===== src/rtl/serial_shift_pkg.sv =====
package serial_shift_pkg;

  // Per-cycle strobes from control to datapath
  typedef struct packed {
    logic load;    // accept a new transfer, load the shift register
    logic drive;   // falling serial edge: present next transmit bit
    logic sample;  // rising serial edge: shift in the receive bit
    logic finish;  // last rising edge of the byte
  } shiftStrobe_t;

  // Pin routing held for the duration of a transfer
  typedef struct packed {
    logic txActive;
    logic rxActive;
    logic txOnMain;
    logic rxOnMain;
  } route_t;

endpackage


===== src/rtl/serial_shift_ctrl.sv =====
module serial_shift_ctrl
  import serial_shift_pkg::*;
#(
  parameter int DATA_W      = 8,
  parameter int DIV_W       = 7,
  parameter int SYNC_STAGES = 2
) (
  input  logic             clk,
  input  logic             rstN,
  input  logic             cfgMaster,
  input  logic             cfgBidir,
  input  logic             cfgFixedPins,
  input  logic [DIV_W-1:0] clkHalf,
  input  logic             txEnable,
  input  logic             rxEnable,
  input  logic             start,
  input  logic             sclkIn,
  output shiftStrobe_t     strobe,
  output route_t           route,
  output logic             busy,
  output logic             done,
  output logic             sclkOut,
  output logic             sclkOe
);

  localparam int CNT_W = (DATA_W > 1) ? $clog2(DATA_W) : 1;
  localparam logic [CNT_W-1:0] LAST_BIT = CNT_W'(DATA_W - 1);

  logic               busyR, masterR, sclkR, doneR;
  route_t             routeR, nextRoute;
  logic [DIV_W-1:0]   halfR, divCnt;
  logic [CNT_W-1:0]   bitCnt;
  logic [SYNC_STAGES:0] syncChain;

  logic accept, masterTick, extRise, extFall, riseEv, fallEv;

  // Pin selection: fixed-pin beats half-duplex, which beats the role swap
  always_comb begin
    nextRoute.txActive = txEnable;
    nextRoute.rxActive = rxEnable;
    nextRoute.txOnMain = 1'b1;
    nextRoute.rxOnMain = 1'b0;
    if (cfgFixedPins) begin
      nextRoute.rxOnMain = 1'b0;
    end else if (cfgBidir) begin
      nextRoute.rxOnMain = 1'b1;
      nextRoute.rxActive = rxEnable & ~txEnable;
    end else if (!cfgMaster) begin
      nextRoute.txOnMain = 1'b0;
      nextRoute.rxOnMain = 1'b1;
    end
  end

  assign accept     = start & ~busyR & (txEnable | rxEnable);
  assign masterTick = busyR & masterR & (divCnt == halfR);
  assign extRise    = busyR & ~masterR &  syncChain[SYNC_STAGES-1] & ~syncChain[SYNC_STAGES];
  assign extFall    = busyR & ~masterR & ~syncChain[SYNC_STAGES-1] &  syncChain[SYNC_STAGES];
  assign riseEv     = (masterTick & ~sclkR) | extRise;
  assign fallEv     = (masterTick &  sclkR) | extFall;

  assign strobe.load   = accept;
  assign strobe.drive  = fallEv;
  assign strobe.sample = riseEv;
  assign strobe.finish = riseEv & (bitCnt == LAST_BIT);

  // External clock synchroniser plus one history stage for edge detection
  always_ff @(posedge clk or negedge rstN) begin
    if (!rstN) syncChain <= '1;
    else       syncChain <= {syncChain[SYNC_STAGES-1:0], sclkIn};
  end

  always_ff @(posedge clk or negedge rstN) begin
    if (!rstN) begin
      busyR   <= 1'b0;
      masterR <= 1'b0;
      routeR  <= '0;
      halfR   <= '0;
      divCnt  <= '0;
      sclkR   <= 1'b1;
      bitCnt  <= '0;
      doneR   <= 1'b0;
    end else begin
      doneR <= strobe.finish;
      if (accept) begin
        busyR   <= 1'b1;
        masterR <= cfgMaster;
        routeR  <= nextRoute;
        halfR   <= clkHalf;
        divCnt  <= '0;
        sclkR   <= 1'b1;
        bitCnt  <= '0;
      end else if (busyR) begin
        if (masterTick) begin
          divCnt <= '0;
          sclkR  <= ~sclkR;
        end else if (masterR) begin
          divCnt <= divCnt + 1'b1;
        end
        if (riseEv) bitCnt <= bitCnt + 1'b1;
        if (strobe.finish) busyR <= 1'b0;
      end
    end
  end

  assign route   = routeR;
  assign busy    = busyR;
  assign done    = doneR;
  assign sclkOut = sclkR;
  assign sclkOe  = cfgMaster;

endmodule


===== src/rtl/serial_shift_datapath.sv =====
module serial_shift_datapath
  import serial_shift_pkg::*;
#(
  parameter int DATA_W = 8
) (
  input  logic              clk,
  input  logic              rstN,
  input  shiftStrobe_t      strobe,
  input  route_t            route,
  input  logic              busy,
  input  logic [DATA_W-1:0] txData,
  input  logic              mainIn,
  input  logic              auxIn,
  output logic [DATA_W-1:0] rxData,
  output logic              mainOut,
  output logic              mainOe,
  output logic              auxOut,
  output logic              auxOe
);

  logic [DATA_W-1:0] shiftReg, rxDataR;
  logic              txBit, inBit;

  assign inBit = route.rxOnMain ? mainIn : auxIn;

  always_ff @(posedge clk or negedge rstN) begin
    if (!rstN) begin
      shiftReg <= '0;
      rxDataR  <= '0;
      txBit    <= 1'b0;
    end else begin
      if (strobe.load) begin
        shiftReg <= txData;
        txBit    <= txData[DATA_W-1];
      end else begin
        if (strobe.drive) txBit <= shiftReg[DATA_W-1];
        if (strobe.sample) begin
          shiftReg <= {shiftReg[DATA_W-2:0], inBit};
          if (strobe.finish && route.rxActive)
            rxDataR <= {shiftReg[DATA_W-2:0], inBit};
        end
      end
    end
  end

  assign rxData  = rxDataR;
  assign mainOut = txBit;
  assign auxOut  = txBit;
  assign mainOe  = busy & route.txActive &  route.txOnMain;
  assign auxOe   = busy & route.txActive & ~route.txOnMain;

endmodule


===== src/rtl/serial_shift_engine.sv =====
module serial_shift_engine
  import serial_shift_pkg::*;
#(
  parameter int DATA_W      = 8,
  parameter int DIV_W       = 7,
  parameter int SYNC_STAGES = 2
) (
  input  logic              clk,
  input  logic              rstN,
  input  logic              cfgMaster,
  input  logic              cfgBidir,
  input  logic              cfgFixedPins,
  input  logic [DIV_W-1:0]  clkHalf,
  input  logic              txEnable,
  input  logic              rxEnable,
  input  logic              start,
  input  logic [DATA_W-1:0] txData,
  output logic [DATA_W-1:0] rxData,
  output logic              busy,
  output logic              done,
  input  logic              mainIn,
  output logic              mainOut,
  output logic              mainOe,
  input  logic              auxIn,
  output logic              auxOut,
  output logic              auxOe,
  input  logic              sclkIn,
  output logic              sclkOut,
  output logic              sclkOe
);

  shiftStrobe_t strobe;
  route_t       route;

  serial_shift_ctrl #(
    .DATA_W(DATA_W), .DIV_W(DIV_W), .SYNC_STAGES(SYNC_STAGES)
  ) ctrl (
    .clk(clk), .rstN(rstN),
    .cfgMaster(cfgMaster), .cfgBidir(cfgBidir), .cfgFixedPins(cfgFixedPins),
    .clkHalf(clkHalf), .txEnable(txEnable), .rxEnable(rxEnable),
    .start(start), .sclkIn(sclkIn),
    .strobe(strobe), .route(route), .busy(busy), .done(done),
    .sclkOut(sclkOut), .sclkOe(sclkOe)
  );

  serial_shift_datapath #(.DATA_W(DATA_W)) dpath (
    .clk(clk), .rstN(rstN), .strobe(strobe), .route(route), .busy(busy),
    .txData(txData), .mainIn(mainIn), .auxIn(auxIn), .rxData(rxData),
    .mainOut(mainOut), .mainOe(mainOe), .auxOut(auxOut), .auxOe(auxOe)
  );

endmodule


===== config.mk =====
export PLATFORM = sky130hd
export DESIGN_NAME = serial_shift_engine
export DESIGN_NICKNAME = d
export VERILOG_FILES = /design/src/rtl/serial_shift_pkg.sv /design/src/rtl/serial_shift_ctrl.sv /design/src/rtl/serial_shift_datapath.sv /design/src/rtl/serial_shift_engine.sv
export SDC_FILE = /design/constraint.sdc
export NUM_CORES = 1
export LEC_CHECK = 0
export ABC_CLOCK_PERIOD_IN_PS = 1900
export BUFFER_PORTS_ARGS = -buffer_cell sky130_fd_sc_hd__buf_2
export CORE_ASPECT_RATIO = 0.5
export CORE_MARGIN = 2
export CORE_UTILIZATION = 40
export DETAILED_ROUTE_END_ITERATION = 7
export RECOVER_POWER = 50
export SLEW_MARGIN = 20
export SYNTH_ARGS = -nofsm -noshare
export SYNTH_HDL_FRONTEND = slang
export SYNTH_SLANG_ARGS = --single-unit

===== constraint.sdc =====
create_clock -name clk -period 1.9 [get_ports clk]
set_clock_uncertainty 0.05 [all_clocks]
set_input_delay 0.19 -clock clk [delete_from_list [all_inputs] [get_ports clk]]
set_output_delay 0.19 -clock clk [all_outputs]
set_load 0.02 [all_outputs]

### After elaboration in Yosys (flattened, before gate mapping)

Index checks and enable logic that the tools add are counted.

| storage, ports and cells | value |
|---|---|
| register bits after elaboration | 45 |
| output and inout port bits | 16 |
| logic and storage cells | 80 |

| operators by class | value |
|---|---|
| $add $sub $neg | 2 |
| eq/ne operators | 2 |
| muxes and demuxes | 24 |
| bitwise logic cells | 27 |
| reduce and logical (&&, ||, !) cells | 10 |

Operators with widths:

| kind | number |
|---|---|
| two-way mux 7 bit | 4 |
| bitwise AND 1 bit | 16 |
| two-way mux 8 bit | 2 |
| two-way mux 1 bit | 13 |
| two-way mux 3 bit | 3 |
| inverter 1 bit | 8 |
| nonzero test 2 bit | 4 |
| adder 7 x 1 -> 7 bit, second input constant | 1 |
| == test 7 bit | 1 |
| AND reduction 2 bit | 3 |
| two-way mux 2 bit | 2 |
| adder 3 x 1 -> 3 bit, second input constant | 1 |
| == test 3 bit, second input constant | 1 |
| bitwise OR 1 bit | 3 |
| AND reduction 3 bit | 1 |
| nonzero test 3 bit | 1 |
| logical AND 1 bit | 1 |

### Depth between registers and ports, before layout

Gate-level depths: netlist of the first run.

| depth | value |
|---|---|
| word-level depth | 9 |
| depth in mapped cells | 7 |

### Hierarchy

From an unflattened synthesis of the first run, not the netlist that was laid out.

| unflattened totals | value |
|---|---|
| cell total of the unflattened synthesis | 204 |
| area total of the unflattened synthesis | 2,157.1 um^2 |

By module, submodules not included:

| module | times used | cells each | area an instance (um^2) | sequential area each (um^2) |
|---|---|---|---|---|
| serial_shift_ctrl | 1 | 144 | 1,368.8 | 705.7 |
| serial_shift_datapath | 1 | 60 | 788.3 | 425.4 |

### Worst setup path before layout of the first run

No wires, ideal clock.

| timing | value |
|---|---|
| kind | reg-to-reg |
| start | register ctrl.busyR, in the netlist ctrl.busy |
| end | register dpath.rxDataR[1], in the netlist dpath.rxData[1] |
| setup time | 0.125 ns |
| arrival time | 1.999 ns |
| required time | 1.725 ns |
| slack | -0.274 ns |
| stages on the path, launching flop included | 8 |
| path buffers | 2 |
| path through | dfrtp_1 -> and2_4 -> buf_8 -> nand4_4 -> o31ai_4 -> and4_4 -> buf_12 -> mux2_4 |

| between the ends | value |
|---|---|
| longest elaborated chain between the ends | 7 |
| elaborated cells between the ends (all ways) | 14 |
| classes of those cells | bitwise: 12; reduce/logical: 2 |

Ends and longest elaborated chain:

| element | line | source |
|---|---|---|
| start: declaration | serial_shift_ctrl.sv:29 | `logic busyR, masterR, sclkR, doneR;` |
| start signal: assignment | serial_shift_ctrl.sv:74 | `busyR <= 1'b0;` |
| start signal: assignment | serial_shift_ctrl.sv:85 | `busyR <= 1'b1;` |
| start signal: assignment | serial_shift_ctrl.sv:100 | `if (strobe.finish) busyR <= 1'b0;` |
| bitwise AND 1 bit, on equally long branches (2 in series) | serial_shift_ctrl.sv:55, serial_shift_ctrl.sv:56 |  |
| bitwise AND 1 bit, on equally long branches | serial_shift_ctrl.sv:58, serial_shift_ctrl.sv:56 |  |
| bitwise OR 1 bit | serial_shift_ctrl.sv:58 | `assign riseEv = (masterTick & ~sclkR) \| extRise;` |
| bitwise AND 1 bit | serial_shift_ctrl.sv:64 | `assign strobe.finish = riseEv & (bitCnt == LAST_BIT);` |
| logical AND 1 bit | serial_shift_datapath.sv:39 | `if (strobe.finish && route.rxActive)` |
| AND reduction 3 bit (no source line) * | n/a |  |
| end signal: assignment | serial_shift_datapath.sv:40 | `rxDataR <= {shiftReg[DATA_W-2:0], inBit};` |
| end: declaration | serial_shift_datapath.sv:21 | `logic [DATA_W-1:0] shiftReg, rxDataR;` |

Every way passes the cells marked *; elsewhere a longest branch is shown, timed or not.
A chain may end at the register's enable or synchronous reset.

### Final worst setup path of the first run

| timing | value |
|---|---|
| start | register ctrl.halfR[4] |
| end | register dpath.rxDataR[3], in the netlist dpath.rxData[3] |

| between the ends | value |
|---|---|
| longest elaborated chain between the ends | 7 |

Ends and longest elaborated chain:

| element | line | source |
|---|---|---|
| start: declaration | serial_shift_ctrl.sv:31 | `logic [DIV_W-1:0] halfR, divCnt;` |
| start signal: assignment | serial_shift_ctrl.sv:88 | `halfR <= clkHalf;` |
| == test 7 bit * | serial_shift_ctrl.sv:55 | `assign masterTick = busyR & masterR & (divCnt == halfR);` |
| bitwise AND 1 bit * | serial_shift_ctrl.sv:55 |  |
| bitwise AND 1 bit * | serial_shift_ctrl.sv:58 |  |
| bitwise OR 1 bit * | serial_shift_ctrl.sv:58 |  |
| bitwise AND 1 bit | serial_shift_ctrl.sv:64 |  |
| logical AND 1 bit | serial_shift_datapath.sv:39 |  |
| AND reduction 3 bit (no source line) * | n/a |  |

Marks and branches as above.

==> flow_summary.json, run 1 <==
{
  "hold_path_depth": 3,
  "ant_nets": 0,
  "seq_area_frac_synth_pct": 49.10,
  "boundaryPins": 42,
  "cpPeakStageDelay_ns": 0.41,
  "power_density_nw_per_um2": 1386,
  "die-height_um": 57.66,
  "cts_buffers": 5,
  "initial_core_util_pct": 41.76,
  "drt_iter0_markers": 57,
  "via_per_inst": 4.989,
  "post-route-period-util_pct": 98.31,
  "yosysMostFrequentCell": "nand2_1",
  "fmaxAchievable_mhz": 535.4,
  "status": "finished clean",
  "antenna_found_initial": 0,
  "hold_viol_final": 0,
  "clockBufferDepth": 2,
  "dp_hpwl_um": 3578,
  "synth_common_cells": "nand2_1 (53), dfrtp_1 (41), o21ai_0 (11), clkbuf_1 (7), mux2_4 (7)",
  "p_leak_uw": 0.001375,
  "fill_cells": 506,
  "grt_usage_pct": 16.86,
  "ys_types": 48,
  "maxCapViolations": 0,
  "slowest_stage": "dfrtp_1",
  "design_area_um2": 2873,
  "antenna_cells": 0,
  "rows": 19,
  "synth_area_leaders": "dfrtp_1 (45%), nand2_1 (8.6%), dfstp_2 (4.6%)",
  "io_buffers": 41,
  "required_ns": 2.02,
  "slew_viol_final": 0,
  "synth_top_cell_area_share_pct": 44.54,
  "netlist_area_um2": 2303,
  "finalNonFillerCells": 355,
  "cts.sinks": 45,
  "drc": 0,
  "grt_max_degree": 34,
  "arrival_ns": 1.99,
  "r2r_cells": 5,
  "vias": 1771,
  "worstSetupStartpointType": "register",
  "grt_pass1_wl_um": 8438,
  "rr_endpoint": "dpath.rxData[3]$_DFFE_PN0P_",
  "syn-mean-instance-area_um2": 10.47,
  "synth_flop_cell": "dfrtp_1",
  "area_delta_synth_final_pct": 24.72,
  "routedWlPerCell_um": 13.99,
  "syn-num-nets": 249,
  "worst_pin_slew_ns": 0.8267,
  "tritoncts": "built",
  "hold_path_startpoint": "clkHalf[3]",
  "synthCells": 220,
  "synthArstFlopShare_pct": 100.0,
  "drt_wl_total_um": 4965,
  "reg2reg_slack_ns": 0.03,
  "yosysWarnings": 0,
  "grt_pass1_vias": 1801,
  "grt.overflow.total": 0,
  "cp_max_fo": 8,
  "synth-seq-cells": 45,
  "postPlaceCellArea_um2": 2676,
  "insertion_delay_ns": 0.28,
  "period_minus_slack_ns": 1.868,
  "setup_viol": 0,
  "fin_util_pct": 52.09,
  "drive_gt1_share_pct": 30.14,
  "num-nets-final": 310,
  "cts.clk_slew.worst_paths_ns": 0.06,
  "cts_max_level": 2,
  "design.core.area_um2": 5515,
  "synth-edff-count": 0,
  "rsz0062_at_grt": "yes",
  "irDropWorstVdd_mv": 0.4483,
  "dieArea_um2": 6419,
  "drt_first_pass_iters": 4,
  "end_kind": "register",
  "crit_chain": "xnor2_2, nand4_4, o31ai_4, and4_4, mux2_4",
  "holdPathEnd": "ctrl.halfR[3]$_DFFE_PN0P_",
  "r2r-start": "ctrl.halfR[4]$_DFFE_PN0P_",
  "clk_root_buffer_cell": "clkbuf_16",
  "globalplace.congestion": 0.7859,
  "worstHoldPathType": "in2reg",
  "synth_top_area_cell": "dfrtp_1",
  "relSlewSlack_pct": 44.89,
  "dieWidth_um": 111.3,
  "crit_type": "reg2reg",
  "numPlacedInstances": 341
}
-- worst max path at each step --
stage	to	start	cells after the start
detailed placement	dpath.rxData[7]$_DFFE_PN0P_	ctrl.halfR[1]$_DFFE_PN0P_	5
global route	dpath.rxData[7]$_DFFE_PN0P_	ctrl.halfR[6]$_DFFE_PN0P_	5
CTS	dpath.rxData[7]$_DFFE_PN0P_	ctrl.halfR[2]$_DFFE_PN0P_	5
finish	dpath.rxData[3]$_DFFE_PN0P_	ctrl.halfR[4]$_DFFE_PN0P_	5
floorplan	dpath.rxData[1]$_DFFE_PN0P_	ctrl.halfR[1]$_DFFE_PN0P_	6
global placement	dpath.rxData[4]$_DFFE_PN0P_	ctrl.halfR[1]$_DFFE_PN0P_	5
-- cell families after synthesis --
kind of cell	share of synthesized area, %
AND/OR/NAND/NOR	20.81
buffers and inverters	4.182
flip-flops	49.10
adder cells (fa/ha/maj)	1.630
AO/OA/AOI/OAI	11.14
multiplexers	7.224
XOR/XNOR	5.921
-- routing by layer --
metal / GRT usage (%) / part of all wire [%] / wire length (um) / vias up
met1: 22.79 / 49 / 2420 / 836
met3: 4.498 / 5.0 / 246 / 5
met4: 5.291 / 1.1 / 55 / 0
li1: - / - / - / 890
met2: 27.18 / 45 / 2243 / 40
met5: 0 / 0 / 0 / -
-- worst max-delay path, delay by kind of cell, from the launching register on --
family,cells,cell delay (ns)
multiplexers,1,0.31
XOR/XNOR,1,0.20
AND/OR/NAND/NOR,2,0.50
flip-flops,1,0.41
AO/OA/AOI/OAI,1,0.27
-- flip-flops by register name, summed over array words and instances, names as in the netlist, 3 cells and up --
| signal | flops |
|---|---|
| ctrl.bitCnt | 3 |
| ctrl.route | 4 |
| dpath.shiftReg | 8 |
| ctrl.syncChain | 3 |
| ctrl.halfR | 7 |
| dpath.rxData | 8 |
| ctrl.divCnt | 7 |
-- what timing repair did --
| action | in CTS | in global routing |
|---|---|---|
| gates resized for setup | 1 | 2 |
| setup endpoints to repair | 8 | 11 |
| hold buffers | 2 | 0 |
| hold endpoints to repair | 28 | 0 |
| setup buffers | 2 | 2 |
| pin swaps | 5 | 3 |
-- final cells by class --
| type | instances | area (um^2) | area share [%] |
|---|---|---|---|
| Clock buffer | 7 | 152.6 | 5.314 |
| Clock inverter | 1 | 5.005 | 0.1742 |
| Inverter | 3 | 11.26 | 0.3920 |
| Multi-Input combinational cell | 159 | 1095 | 38.11 |
| Sequential cell | 45 | 1132 | 39.42 |
| Tap cell | 73 | 91.34 | 3.179 |
| Timing Repair Buffer | 67 | 385.4 | 13.41 |
-- per-stage QoR --
stage / hold WS, ns / power [uW] / setup WS [ns] / TNS, ns
6_report: 0.04020 / 3982 / 0.03208 / 0
5_1_grt: 0.04207 / 4307 / -0.05042 / -0.3355
4_1_cts: 0.03758 / 4000 / 0.0005258 / 0
3_5_place_dp: 0.2497 / 3062 / -0.01739 / -0.08374
3_3_place_gp: 0.2381 / 2993 / 0.01400 / 0
2_1_floorplan: -0.1556 / 2572 / -0.2179 / -1.570
-- power breakdown --
| group | switching (uW) | internal, uW | leakage, uW |
|---|---|---|---|
| clock | 340 | 556 | 0.0000799 |
| combinational | 809 | 743 | 0.000726 |
| sequential | 262 | 1270 | 0.000569 |
-- layout by cell type (no fill, tap or decap), types with 2 or more instances in the layout --
cell type,Yosys,layout
buf_4,2,23
nand2b_1,6,6
clkbuf_8,0,2
nand3_1,2,2
mux2_4,7,7
xnor2_2,3,3
dlygate4sd3_1,0,2
clkbuf_1,7,14
o211ai_1,2,2
or3_1,5,5
o31ai_1,2,2
and4_1,2,2
o2111ai_1,2,2
buf_2,1,27
ha_1,3,3
o21ai_0,11,11
dfrtp_1,41,40
dfstp_2,4,3
or2_4,1,2
inv_1,3,3
xnor2_1,4,4
xor2_1,6,5
o22ai_1,6,6
o311a_1,5,5
a21oi_1,4,4
nor3_1,6,6
mux2i_1,5,5
nand2_1,53,53
nor2_1,6,5
clkbuf_16,0,5
No activity file was read; power rests on OpenSTA's default activity.
==> inputs of run 2 (changes only) <==
--- a/config.mk
+++ b/config.mk
@@ -7,9 +7,9 @@
 export LEC_CHECK = 0
 export ABC_CLOCK_PERIOD_IN_PS = 1900
 export BUFFER_PORTS_ARGS = -buffer_cell sky130_fd_sc_hd__buf_2
-export CORE_ASPECT_RATIO = 0.5
 export CORE_MARGIN = 2
 export CORE_UTILIZATION = 40
+export CTS_CLUSTER_DIAMETER = 120
 export DETAILED_ROUTE_END_ITERATION = 7
 export RECOVER_POWER = 50
 export SLEW_MARGIN = 20
==> run 2 against run 1 <==
  * The flow now finishes with violations (setup timing)
  * Largest power group is now registers
  * Register-to-register slack got worse by 0.04 ns
  * Combinational power decreased by 3%
  * First-iteration DRC count rose by 37%
  * Core utilization decreased by 0.42 points
==> flow_summary.json, run 2 (synthesis gave the netlist of run 1 again) <==
{
  "ant_nets": 0,
  "io_buffers": 41,
  "grt_pass1_vias": 1747,
  "postPlaceCellArea_um2": 2695,
  "clk_root_buffer_cell": "clkbuf_8",
  "path_buf_inv": 0,
  "multi_input_area_um2": 1086,
  "grt_usage_pct": 16.45,
  "drive_gt1_share_pct": 30.39,
  "tritoncts": "built",
  "dieArea_um2": 6382,
  "routedWlPerCell_um": 13.51,
  "period_minus_slack_ns": 1.910,
  "maxCapViolations": 0,
  "num-nets-final": 311,
  "dieWidth_um": 79.89,
  "pre_cts_ws_ns": -0.03847,
  "fill_cells": 547,
  "design.core.area_um2": 5540,
  "insertion_delay_ns": 0.30,
  "r2r-start": "ctrl.divCnt[6]$_DFFE_PN0P_",
  "worst_pin_slew_ns": 1.288,
  "reg2reg_slack_ns": -0.01,
  "globalplace.congestion": 0.7647,
  "violations": "setup timing",
  "slowest_stage": "dfrtp_1",
  "grt_max_degree": 27,
  "setup_tns_ns": -0.02048,
  "arrival_ns": 2.05,
  "mostFrequentLayoutCell": "nand2_1",
  "clockBufferDepth": 2,
  "fin_util_pct": 51.67,
  "relSlewSlack_pct": 14.15,
  "r2r_cells": 5,
  "cts.sinks": 45,
  "dp_hpwl_um": 3521,
  "slew_viol_final": 0,
  "hold_ws_ns": 0.02413,
  "grt.overflow.total": 0,
  "irDropWorstVdd_mv": 0.6549,
  "crit_chain": "xnor2_2, nand4_4, o31ai_4, and4_4, mux2_4",
  "drt_first_pass_iters": 4,
  "cts.clk_slew.worst_paths_ns": 0.09,
  "design_area_um2": 2863,
  "status": "complete, but fails checks",
  "cts_buffers": 5,
  "drt_iter0_markers": 78,
  "vias": 1782,
  "antenna_found_initial": 0,
  "rr_endpoint": "dpath.rxData[1]$_DFFE_PN0P_",
  "cp-startpoint": "ctrl.divCnt[6]$_DFFE_PN0P_",
  "end_kind": "register",
  "final_cell_mix": "nand2_1 (53), dfrtp_1 (40), buf_2 (28), buf_4 (24), clkbuf_1 (13)",
  "required_ns": 2.04,
  "rows": 27,
  "cts_max_level": 2,
  "drc": 0,
  "area_delta_synth_final_pct": 24.28,
  "worstHoldPathType": "in2reg",
  "p_leak_uw": 0.001366,
  "cpLargestDelayFamily": "simple AND/OR/NAND/NOR gates",
  "setup_viol": 5,
  "antenna_cells": 0,
  "fmaxAchievable_mhz": 523.5,
  "hold_viol_final": 0,
  "cpPeakStageDelay_ns": 0.43,
  "die-height_um": 79.89,
  "worstSetupEndpoint": "dpath.rxData[1]$_DFFE_PN0P_",
  "cp.depth": 5,
  "drt_wl_total_um": 4796,
  "post-route-period-util_pct": 100.5,
  "rsz0062_at_grt": "yes",
  "timing.final.ws_setup_ns": -0.01017,
  "crit_type": "reg2reg",
  "grt_pass1_wl_um": 8169,
  "worstSetupStartpointType": "register",
  "ff_latch_area_um2": 1132,
  "cp_max_fo": 8,
  "via_per_inst": 5.020,
  "boundaryPins": 42,
  "initial_core_util_pct": 41.58,
  "power_density_nw_per_um2": 1364
}
## run 2: layout make-up
class                   count  area share, %
clock buffers               5          2.404
multi-input cells         159          37.94
flip-flops and latches     45          39.55
repair buffers             68          14.29
inverters                   3         0.3934
well taps                  72          3.147
clock inverters             3          2.273
## run 2: timing repair
| item | CTS | global route |
|---|---|---|
| hold buffers | 2 | 0 |
| endpoints found under the setup margin | 7 | 15 |
| hold endpoints to repair | 21 | 0 |
| gates resized for setup | 0 | 1 |
| pin swaps | 5 | 1 |
| buffers inserted | 4 | 0 |
## run 2: where the power goes
| part | internal [uW] | switching, uW |
|---|---|---|
| registers | 1270 | 279 |
| logic | 741 | 762 |
| clock network | 522 | 330 |
## run 2: worst min path at each step
stage          cells after the start  startpoint                         end
2_1_floorplan                      0        rstN  ctrl.bitCnt[0]$_DFFE_PN0P_
3_3_place_gp                       1        rstN  ctrl.divCnt[6]$_DFFE_PN0P_
3_5_place_dp                       1        rstN  ctrl.divCnt[6]$_DFFE_PN0P_
4_1_cts                            3  clkHalf[0]   ctrl.halfR[0]$_DFFE_PN0P_
5_1_grt                            3  clkHalf[4]   ctrl.halfR[4]$_DFFE_PN0P_
6_report                           3  clkHalf[6]   ctrl.halfR[6]$_DFFE_PN0P_
## run 2: per-layer routing
metal | track usage [%] | part of all wire, % | wire [um]
met5 | 0 | 0 | 0
met2 | 25.75 | 45 | 2138
met4 | 4.576 | 1.2 | 59
met1 | 23.03 | 48 | 2282
met3 | 3.507 | 6.6 | 316
## run 2: worst register-to-register path: cells and delay by family, from the launching register on
family           cells  cell delay [ns]
flip-flops           1             0.43
XOR/XNOR             1             0.21
AND/OR/NAND/NOR      2             0.51
AO/OA/AOI/OAI        1             0.29
multiplexers         1             0.32
## run 2: metrics by stage
stage / power, uW / std cells
2_1_floorplan: 2572 / 220
3_3_place_gp: 3043 / 341
3_5_place_dp: 3071 / 341
4_1_cts: 3951 / 355
5_1_grt: 4189 / 355
6_report: 3904 / 355
==> inputs of run 3 (changes only) <==
--- a/config.mk
+++ b/config.mk
@@ -11,7 +11,9 @@
 export CORE_UTILIZATION = 40
 export CTS_CLUSTER_DIAMETER = 120
 export DETAILED_ROUTE_END_ITERATION = 7
+export MAX_ROUTING_LAYER = met4
 export RECOVER_POWER = 50
+export SETUP_SLACK_MARGIN = 0.5
 export SLEW_MARGIN = 20
 export SYNTH_ARGS = -nofsm -noshare
 export SYNTH_HDL_FRONTEND = slang
==> run 3 against run 2 <==
  * The flow now finishes without violations
  * First-iteration DRC count fell by 29%
  * Sequential share of layout area fell by 1.6 points
  * Sequential cell count did not move
  * Critical endpoint is now dpath.rxData[3]$_DFFE_PN0P_
  * Fmax rose by 1.7%
  * Routed wire length rose by 7.5%
  * Global-route usage rose by 1.9 points
  * Power fell by 0.35%
  * Largest power group is now combinational cells
  * Worst setup slack improved by 0.031 ns
  * Via count rose by 2.1%
  * Core utilization rose by 2.1 points
==> flow_summary.json, run 3 (synthesis gave the netlist of run 1 again) <==
{
  "setup_viol": 0,
  "totalPowerFinal_uw": 3890,
  "globalplace.congestion": 0.8094,
  "required_ns": 2.03,
  "wl_met2_um": 2454,
  "met1_length_um": 2377,
  "swShare_pct": 37.35,
  "area_delta_synth_final_pct": 29.39,
  "dieWidth_um": 79.89,
  "wl_met3_um": 233,
  "grt_pass1_wl_um": 8749,
  "fmaxAchievable_mhz": 532.2,
  "rsz0062_at_grt": "yes",
  "irDropWorstVdd_mv": 0.4870,
  "clk_root_buffer_cell": "clkbuf_8",
  "boundaryPins": 42,
  "antenna_cells": 0,
  "slowest_stage": "dfrtp_1",
  "numPlacedInstances": 341,
  "ant_nets": 0,
  "worstSetupStartpointType": "register",
  "cp_max_fo": 8,
  "hold_viol_final": 0,
  "vias": 1819,
  "grt_pass1_vias": 1775,
  "clockBufferDepth": 2,
  "arrival_ns": 2.01,
  "crit_chain": "and2_4, nand4_4, o31ai_4, and4_4, mux2_4",
  "dieArea_um2": 6382,
  "post-route-period-util_pct": 98.89,
  "p_seq_share_pct": 39.9,
  "insertion_delay_ns": 0.30,
  "rows": 27,
  "crit_type": "reg2reg",
  "cts_max_level": 2,
  "postPlaceCellArea_um2": 2683,
  "worst_pin_slew_ns": 1.220,
  "period_minus_slack_ns": 1.879,
  "cts.sinks": 45,
  "power_density_nw_per_um2": 1305,
  "clockPowerShare_pct": 15.7,
  "grt_usage_pct": 18.34,
  "cpLargestDelayFamily": "simple AND/OR/NAND/NOR gates",
  "design_area_um2": 2980,
  "num-nets-final": 316,
  "status": "finished clean",
  "intPower_uw": 2437,
  "drc": 0,
  "end_kind": "register",
  "antenna_found_initial": 0,
  "dp_hpwl_um": 3602,
  "path_buf_inv": 0,
  "mostFrequentLayoutCell": "nand2_1",
  "via_per_inst": 5.053,
  "cts_buffers": 5,
  "final_cell_mix": "nand2_1 (50), dfrtp_1 (40), buf_2 (26), buf_4 (22), clkbuf_1 (15)",
  "grt.overflow.total": 0,
  "p_switching_uw": 1453,
  "die-height_um": 79.89,
  "tritoncts": "built",
  "routed.top_layer": "met4",
  "initial_core_util_pct": 41.58,
  "drt_iter0_markers": 55,
  "worstHoldPathType": "in2reg",
  "slew_viol_final": 0,
  "routedWlPerCell_um": 14.32,
  "relSlewSlack_pct": 18.65,
  "cts.clk_slew.worst_paths_ns": 0.08,
  "finalNonFillerCells": 360,
  "power.share.combinational_pct": 44.4,
  "io_buffers": 41,
  "cpPeakStageDelay_ns": 0.43,
  "p_leak_uw": 0.001399,
  "drt_first_pass_iters": 4,
  "grt_max_degree": 28,
  "drive_gt1_share_pct": 35.76,
  "maxCapViolations": 0,
  "design.core.area_um2": 5540,
  "drt_wl_total_um": 5154
}
run 3: cell types whose count changed in the layout (fill, tap and decap cells not counted), moves of 2 or more:
| cell | previous run | this run |
|---|---|---|
| o21ai_1 | 0 | 2 |
| buf_2 | 28 | 26 |
| bufinv_16 | 2 | 0 |
| a21oi_2 | 0 | 2 |
| buf_4 | 24 | 22 |
| buf_6 | 0 | 6 |
| nand2_1 | 53 | 50 |
| clkbuf_1 | 13 | 15 |
| buf_8 | 0 | 2 |
| o21ai_0 | 11 | 8 |
| nand2_2 | 0 | 3 |
| a21oi_1 | 4 | 2 |
run 3: path summary, 6_finish.rpt:
check	start	slack, ns	to	cells past startpoint
max reg2reg	ctrl.masterR$_DFFE_PN0P_	0.02	dpath.rxData[3]$_DFFE_PN0P_	5
min	clkHalf[0]	0.03	ctrl.halfR[0]$_DFFE_PN0P_	3
min reg2reg	ctrl.syncChain[0]$_DFF_PN1_	0.31	ctrl.syncChain[1]$_DFF_PN1_	0
min in group asynchronous	rstN	0.62	ctrl.halfR[6]$_DFFE_PN0P_	2
max in group asynchronous	rstN	0.25	ctrl.syncChain[0]$_DFF_PN1_	3
max	ctrl.masterR$_DFFE_PN0P_	0.02	dpath.rxData[3]$_DFFE_PN0P_	5
run 3: power groups by stage:
stage                     combinational (uW)  clock [uW]  sequential (uW)
after floorplan                         1010           0             1560
after global placement                  1470           0             1560
after detailed placement                1490           0             1570
after CTS                               1630         631             1550
after global routing                    1930         673             1600
final                                   1730         610             1550
run 3: repair_timing:
item	4_1_cts	5_1_grt
endpoints found under the hold margin	19	0
setup buffers	4	5
hold buffers	2	0
resized for setup	16	20
pin swaps	7	7
endpoints found under the setup margin	42	33
gates cloned	0	0
run 3: per-layer routing:
metal  up-vias  track usage (%)
li1        898                -
met1       869            23.81
met2        46            28.75
met3         6            3.507
met4         0            6.610
met5         -                -
run 3: worst register-to-register path, stage by stage (launching register included):
cell and delay (ns):
dfrtp_1 0.43, and2_4 0.20, nand4_4 0.13, o31ai_4 0.28, and4_4 0.36, mux2_4 0.32
run 3: per-stage QoR:
| stage | TNS, ns | setup WS [ns] | hold WS (ns) | utilization, % |
|---|---|---|---|---|
| after global routing | -0.3771 | -0.05863 | 0.01969 | 53.79 |
| after CTS | 0 | 0.006858 | 0.02287 | 52.42 |
| after detailed placement | -0.2185 | -0.03984 | 0.1458 | 48.42 |
| final | 0 | 0.02105 | 0.02956 | 53.79 |
| after global placement | 0 | 0.01050 | 0.1558 | 48.42 |
| after floorplan | -1.570 | -0.2179 | -0.1556 | - |
run 3: area by class of cell:
class | count | area (um^2)
repair buffers | 73 | 486.7
fillers | 524 | 2560
clock buffers | 8 | 90.09
well taps | 72 | 90.09
multi-input cells | 159 | 1166
flip-flops and latches | 45 | 1132
inverters | 3 | 15.01
